==> config.mk <==
export PLATFORM = sky130hd
export DESIGN_NAME = vecreg_remap
export DESIGN_NICKNAME = d
export VERILOG_FILES = /design/src/rtl/vecreg_remap.sv
export SDC_FILE = /design/constraint.sdc
export NUM_CORES = 2
export LEC_CHECK = 0
export CORE_ASPECT_RATIO = 1.2
export CORE_MARGIN = 3
export CORE_UTILIZATION = 63
export DETAILED_ROUTE_END_ITERATION = 7
export PLACE_DENSITY = 0.9
export SYNTH_ARGS = -nofsm -noshare
export SYNTH_HDL_FRONTEND = slang
export SYNTH_SLANG_ARGS = --single-unit
==> constraint.sdc <==
create_clock -name clk -period 4.45 [get_ports clk]
set_clock_uncertainty 0.05 [all_clocks]
set_input_delay 0.6675 -clock clk [delete_from_list [all_inputs] [get_ports clk]]
set_output_delay 0.6675 -clock clk [all_outputs]
set_load 0.03 [all_outputs]
==> src/rtl/vecreg_remap.sv <==
module vecreg_remap #(
  parameter int XLEN = 32,
  parameter int NENT = 16,
  localparam int AW = $clog2(NENT)
) (
  input  logic            clk,
  input  logic            rst_n,
  input  logic            cfg_we,
  input  logic            cfg_sel,
  input  logic [AW-1:0]   cfg_addr,
  input  logic [16:0]     cfg_data,
  output logic            busy,
  input  logic            lk_fp,
  input  logic [4:0]      lk_reg,
  output logic            lk_isvec,
  output logic [5:0]      lk_idx,
  output logic [1:0]      lk_ew,
  output logic            lk_pk,
  output logic [5:0]      mrd_idx,
  input  logic [XLEN-1:0] mrd_data,
  output logic [XLEN-1:0] lk_pred,
  output logic            lk_zero
);

  localparam int TSZ = 64;

  logic [16:0]   rcfg [NENT];
  logic [14:0]   pcfg [NENT];
  logic [10:0]   rtab [TSZ];
  logic [8:0]    ptab [TSZ];
  logic [AW-1:0] cnt;
  logic [16:0]   rc;
  logic [14:0]   pc;
  logic [10:0]   re;
  logic [8:0]    pe;

  assign rc = rcfg[cnt];
  assign pc = pcfg[cnt];

  always_ff @(posedge clk) begin
    if (!rst_n) begin
      busy <= 1'b0;
      cnt  <= '0;
      for (int i = 0; i < NENT; i++) begin
        rcfg[i] <= '0;
        pcfg[i] <= '0;
      end
      for (int i = 0; i < TSZ; i++) begin
        rtab[i] <= '0;
        ptab[i] <= '0;
      end
    end else if (cfg_we) begin
      if (cfg_sel) pcfg[cfg_addr] <= {cfg_data[16], cfg_data[13:0]};
      else         rcfg[cfg_addr] <= cfg_data;
      for (int i = 0; i < TSZ; i++) begin
        rtab[i] <= '0;
        ptab[i] <= '0;
      end
      busy <= 1'b1;
      cnt  <= '0;
    end else if (busy) begin
      if (rc[16]) rtab[{rc[0], rc[5:1]}] <= {1'b1, rc[15:6]};
      if (pc[14]) ptab[{pc[0], pc[5:1]}] <= {1'b1, pc[13:6]};
      if (cnt == AW'(NENT - 1)) busy <= 1'b0;
      cnt <= cnt + 1'b1;
    end
  end

  assign re = rtab[{lk_fp, lk_reg}];
  assign pe = ptab[{lk_fp, lk_reg}];

  assign lk_isvec = re[10] & re[7];
  assign lk_idx   = lk_isvec ? {re[9], re[4:0]} : {1'b0, lk_reg};
  assign lk_ew    = re[10] ? re[6:5] : 2'd0;
  assign lk_pk    = re[10] & re[8];

  assign mrd_idx  = pe[8] ? {pe[7], pe[4:0]} : 6'd0;
  assign lk_pred  = !pe[8] ? {XLEN{1'b1}} : (pe[5] ? ~mrd_data : mrd_data);
  assign lk_zero  = pe[8] & pe[6];

endmodule


### Word-level counts from Yosys, hierarchy flattened

Memory sizes are Yosys's and may differ from the RTL's. A register that Yosys moved wholly into a read port is not among the register bits.
Cells that the tools add are included.

| storage, ports and cells | value |
|---|---|
| ROM bits | 0 |
| latch bits | 0 |
| register bits | 5 |
| bits of input ports | 63 |
| logic and storage cells | 320 |
| output and inout port bits | 50 |
| RAM bits | 1792 |
| memories | 4 |

Memories:

| name | words | bits a word | rd ports | clocked after Yosys merged registers in | write ports | RTL line | RTL |
|---|---|---|---|---|---|---|---|
| rtab | 64 | 11 | 1 | 0 | 64 | 29 | `logic [10:0] rtab [TSZ];` |
| ptab | 64 | 9 | 1 | 0 | 64 | 30 | `logic [8:0] ptab [TSZ];` |
| rcfg | 16 | 17 | 1 | 1 | 16 | 27 | `logic [16:0] rcfg [NENT];` |
| pcfg | 16 | 15 | 1 | 1 | 16 | 28 | `logic [14:0] pcfg [NENT];` |

| operators by class | value |
|---|---|
| bitwise logic cells | 133 |
| muxes and demuxes | 174 |
| order comparisons | 0 |
| reduce and logical (&&, ||, !) cells | 5 |
| shifts and indexed selects | 0 |
| multiply operators | 0 |
| divide/modulo/power cells | 0 |
| equality and inequality tests | 1 |
| $add $sub $neg | 1 |

Operator list:

| operator | count |
|---|---|
| two-way mux 11 bit | 65 |
| two-way mux 9 bit | 65 |
| bitwise OR 1 bit | 128 |
| two-way mux 32 bit | 2 |
| inverter 32 bit | 1 |
| two-way mux 1 bit | 29 |
| two-way mux 4 bit | 6 |
| two-way mux 6 bit | 4 |
| two-way mux 17 bit | 1 |
| OR reduction 17 bit | 1 |
| two-way mux 15 bit | 1 |
| OR reduction 15 bit | 1 |
| OR reduction 11 bit | 1 |
| OR reduction 9 bit | 1 |
| adder 4 x 1 -> 4 bit, second input constant | 1 |
| == test 4 bit, second input constant | 1 |
| AND 1 bit | 3 |
| two-way mux 2 bit | 1 |
| OR reduction 2 bit | 1 |
| inverter 1 bit | 1 |

### Longest topological paths before layout

| logic depth | value |
|---|---|
| depth after elaboration | 7 |
| depth in mapped cells | 13 |
| gate-level depth less buffers | 6 |

### Worst setup path before layout

OpenSTA, ideal clock, no wires.

| timing | value |
|---|---|
| path kind | input to output |
| start | input lk_reg[0] |
| end | output lk_pred[10] |
| path buffers | 5 |
| data arrival time | 3538 ps |
| setup slack | 194 ps |
| data required time | 3733 ps |
| cell stages on the path | 11 |
| cell sequence | buf_2 > buf_2 > buf_2 > buf_2 > mux4_2 > o22ai_1 > nor2_1 > a21oi_1 > clkbuf_1 > a21boi_0 > o21ai_0 |

| on the way | value |
|---|---|
| cells in the longest elaborated chain, start to end | 3 |

RTL lines:

| what | RTL line | RTL |
|---|---|---|
| start, declared | 14 | `input logic [4:0] lk_reg,` |
| memory read (64 x 9 bit) * | n/a |  |
| two-way mux 32 bit | 78 | `assign lk_pred = !pe[8] ? {XLEN{1'b1}} : (pe[5] ? ~mrd_data : mrd_data);` |
| two-way mux 32 bit * | 78 |  |
| end, declared | 21 | `output logic [XLEN-1:0] lk_pred,` |

Mark *: on every way between the ends. The rest lies on a longest branch, timed or not.

### Worst setup path in the final report

| timing | value |
|---|---|
| start | input lk_reg[0] |
| end | output lk_idx[2] |

| on the way | value |
|---|---|
| cells in the longest elaborated chain, start to end | 3 |

RTL lines:

| what | RTL line | RTL |
|---|---|---|
| memory read (64 x 11 bit) * | n/a |  |
| AND 1 bit | 72 | `assign lk_isvec = re[10] & re[7];` |
| two-way mux 6 bit * | 73 | `assign lk_idx = lk_isvec ? {re[9], re[4:0]} : {1'b0, lk_reg};` |
| end, declared | 16 | `output logic [5:0] lk_idx,` |

Marked as above.

==> flow_summary_export.csv <==
group,metric,value,unit
clock_tree,cts_tree,"yes",
clock_tree,number_of_buffers_inserted_by_post_cts_setup_repair,0,
pwr,cellInternalPower,27900,uW
route,iteration_count_of_the_initial_detailed_routing_pass,8,
global_routing,grt_pass1_wl,348,mm
logic_synthesis,synth_seq_cells,1801,
worst_setup_path,start_kind,"primary input",
timing,final_min_period_over_clock_period,99.5,%
logic_synthesis,synth.yosys.warnings,0,
place,place.gp.congestion,0.886,
clock_tree,clock_tree.buffer_depth,3,
final_layout,drive_gt1_share,22.3,%
die,floorplan.initialDensity,63.7,%
place,place_worst_setup_slack,0.236,ns
pwr,p_leak,0.0306,uW
final_layout,fillers,6633,
die,die_width,331,um
logic_synthesis,syn_area_per_cell,14.6,um2
pwr,vdd_ir_drop_max,0.304,mV
worst_setup_path,worstPathMaxFanout,21,
clock_tree,cts_made_buffers,165,
pwr,clockPowerShare,38.8,%
die,ios,113,
clock_tree,insertion_delay,0.82,ns
outcome,violations,"DRC",
worst_setup_path,critPathArrivalTime,3.71,ns
final_layout,fin_nets,5717,
final_layout,commonest_non_fill_non_tap_cell_in_the_layout,"sky130_fd_sc_hd__edfxtp_1",
global_routing,global_route.overflow_total,0,
place,dpl.hpwl,139,mm
pwr,power_switching,8560,uW
clock_tree,clock_sink_count,1801,
logic_synthesis,synth_flop_cell,"sky130_fd_sc_hd__edfxtp_1",
global_routing,grtUsageTotal,36.4,%
timing,fin_worst_hold_slack,0.404,ns
pwr,pwr_density_cell,407,mW/mm2
pwr,netSwitchingFraction,23.5,%
route,wl_per_cell,31.7,um
final_layout,flow.area_growth_from_synthesis,12.3,%
die,die-height,396,um
logic_synthesis,synthCells,5458,
logic_synthesis,synth_seq_area_share,66.1,%
global_routing,vias_in_the_first_global_route,54300,
route,detail_route.drc_violations,4,
timing,final_hold_viol_count,0,
logic_synthesis,post_synth_num_cell_types,42,
timing,timing.final.ws_setup,0.0208,ns
timing,worstMarginPinSlew,1.41,ns
worst_setup_path,crit_path_end_kind,"output pin",
logic_synthesis,total_standard_cell_area_after_synthesis,0.0798,mm2
timing,setup_viol,0,
die,die-area,0.131,mm2
logic_synthesis,synth_fp_nets,5522,
clock_tree,worst_setup_hold_path_clk_slew,0.06,ns
timing,max-slew-margin-rel,5.80,%
route,routed_wirelength,236,mm
pwr,power_frac_seq,53.2,%
global_routing,largest_net_degree_at_the_start_of_global_routing,152,
route,initialDrtViolationCount,9860,
route,total_number_of_vias,53700,
die,core_area,0.125,mm2
route,ant_nets,0,
place,portBuffers,112,
timing,slew_viol_final,0,
timing,clock.fmax,0.226,GHz
die,fp-row-count,142,
clock_tree,cts-htree-levels,4,
worst_setup_path,critical_path_class,"in -> out",
timing,period_minus_slack,4.43,ns
outcome,run_status,"finished with violations",
worst_hold_path,hp-class,"reg -> reg",
final_layout,layout.cells.most_common_list,"1664 x sky130_fd_sc_hd__edfxtp_1, 1021 x sky130_fd_sc_hd__nor2_1, 550 x sky130_fd_sc_hd__mux4_2",
flow_run,max_cap_viol_count,0,
global_routing,grt_antenna_before_repair,12,
route,vias_per_cell,7.21,
pwr,power.share.combinational,8.0,%
logic_synthesis,async_reset_ff_share,0,%
worst_setup_path,crit_required,3.73,ns
logic_synthesis,synth_edf_count,1664,
clock_tree,ctsRootBufferMaster,"sky130_fd_sc_hd__clkbuf_16",
==> power groups by stage <==
stage	Clock [uW]	Combinational (uW)	Sequential, uW
global route	14700	2960	19400
global placement	0	2630	19600
finish	14100	2910	19400
detailed placement	0	2730	19700
CTS	14100	2790	19400
floorplan	0	1630	19600
==> state kept, by name, indices dropped and copies added (netlist names), named ones only <==
register and flops:
rtab 704, ptab 576, rcfg 272, pcfg 240
cnt 4, busy 1
==> through the flow <==
| stage | area [um2] | TNS (ns) | utilization [%] | std cells | power [uW] |
|---|---|---|---|---|---|
| 5_1_grt | 89600 | -0.703 | 71.5 | 7438 | 37100 |
| 4_1_cts | 89500 | 0 | 71.5 | 7438 | 36200 |
| 6_report | 89600 | 0 | 71.5 | 7443 | 36400 |
| 3_5_place_dp | 84300 | 0 | 67.3 | 7142 | 22400 |
| 2_1_floorplan | 79800 | 0 | - | 5458 | 21200 |
| 3_3_place_gp | 84300 | 0 | 67.3 | 7142 | 22300 |
==> synth_stat cells, drive strengths merged, types with 23 or more instances <==
| cell type | count | area (um2) |
|---|---|---|
| o21ai | 322 | 1610 |
| nor3 | 224 | 1120 |
| nor2b | 28 | 175 |
| edfxtp | 1664 | 50000 |
| nor2 | 1023 | 3840 |
| mux2i | 23 | 230 |
| dfxtp | 137 | 2740 |
| and2 | 538 | 3370 |
| nand2 | 308 | 1160 |
| buf | 123 | 652 |
| mux4 | 550 | 12400 |
| clkbuf | 368 | 1380 |
| a22oi | 27 | 203 |
| a21boi | 32 | 240 |
==> repair_timing <==
item / CTS / global route
setup endpoints to repair: 0 / 16
gates resized for setup: 0 / 5
hold buffers: 0 / 0
==> path summary, 6_finish.rpt <==
check,startpoint,end,slack (ns),depth (start not counted)
max,lk_reg[0],lk_idx[2],0.02,10
min,ptab[30][8]$_SDFFE_PP1P_,ptab[30][8]$_SDFFE_PP1P_,0.40,2
max reg2reg,register,rtab[14][3]$_SDFFCE_PN0P_,0.19,7
min reg2reg,ptab[30][8]$_SDFFE_PP1P_,ptab[30][8]$_SDFFE_PP1P_,0.40,2
==> logic make-up (layout without fill, tap and decap cells) <==
| logic type | Yosys count | count (layout) | synth area share, % |
|---|---|---|---|
| muxes | 591 | 591 | 16.1 |
| DFF | 1801 | 1801 | 66.1 |
| other | 0 | 5 | 0 |
| AOI/OAI and AO/OA | 394 | 394 | 2.68 |
| adders and majority gates | 1 | 1 | 0.0157 |
| buffers and inverters | 493 | 817 | 2.56 |
| xor gates and xnor gates | 3 | 3 | 0.0329 |
| and+or+nand+nor | 2175 | 2175 | 12.6 |
==> metal layers <==
metal  track usage (%)  up-vias  wire length [um]
li1                  -    20600                 -
met1              43.2    25600             67400
met2              58.6     5945            113000
met3              11.1     1552             35500
met4              22.0       12             19600
met5            0.0375        -                66
==> critical path, stage by stage <==
cell,delay (ns)
sky130_fd_sc_hd__buf_8,0.29
sky130_fd_sc_hd__buf_12,0.28
sky130_fd_sc_hd__mux4_2,0.60
sky130_fd_sc_hd__a22oi_1,0.34
sky130_fd_sc_hd__nand2_1,0.11
sky130_fd_sc_hd__a22oi_1,0.37
sky130_fd_sc_hd__a22oi_2,0.30
sky130_fd_sc_hd__buf_4,0.25
sky130_fd_sc_hd__mux2_2,0.32
sky130_fd_sc_hd__buf_12,0.15
==> final cells by class <==
class / instances / area, um2 / share of cell area, %
multi-input combinational: 3164 / 25100 / 28.0
clock buffer: 208 / 4380 / 4.88
sequential: 1801 / 52700 / 58.8
tap: 1656 / 2070 / 2.31
antenna: 5 / 12.5 / 0.0140
timing repair buffer: 519 / 4410 / 4.92
inverter: 2 / 7.51 / 0.00838
clock inverter: 88 / 876 / 0.978
No activity file was read; power rests on OpenSTA's default activity.
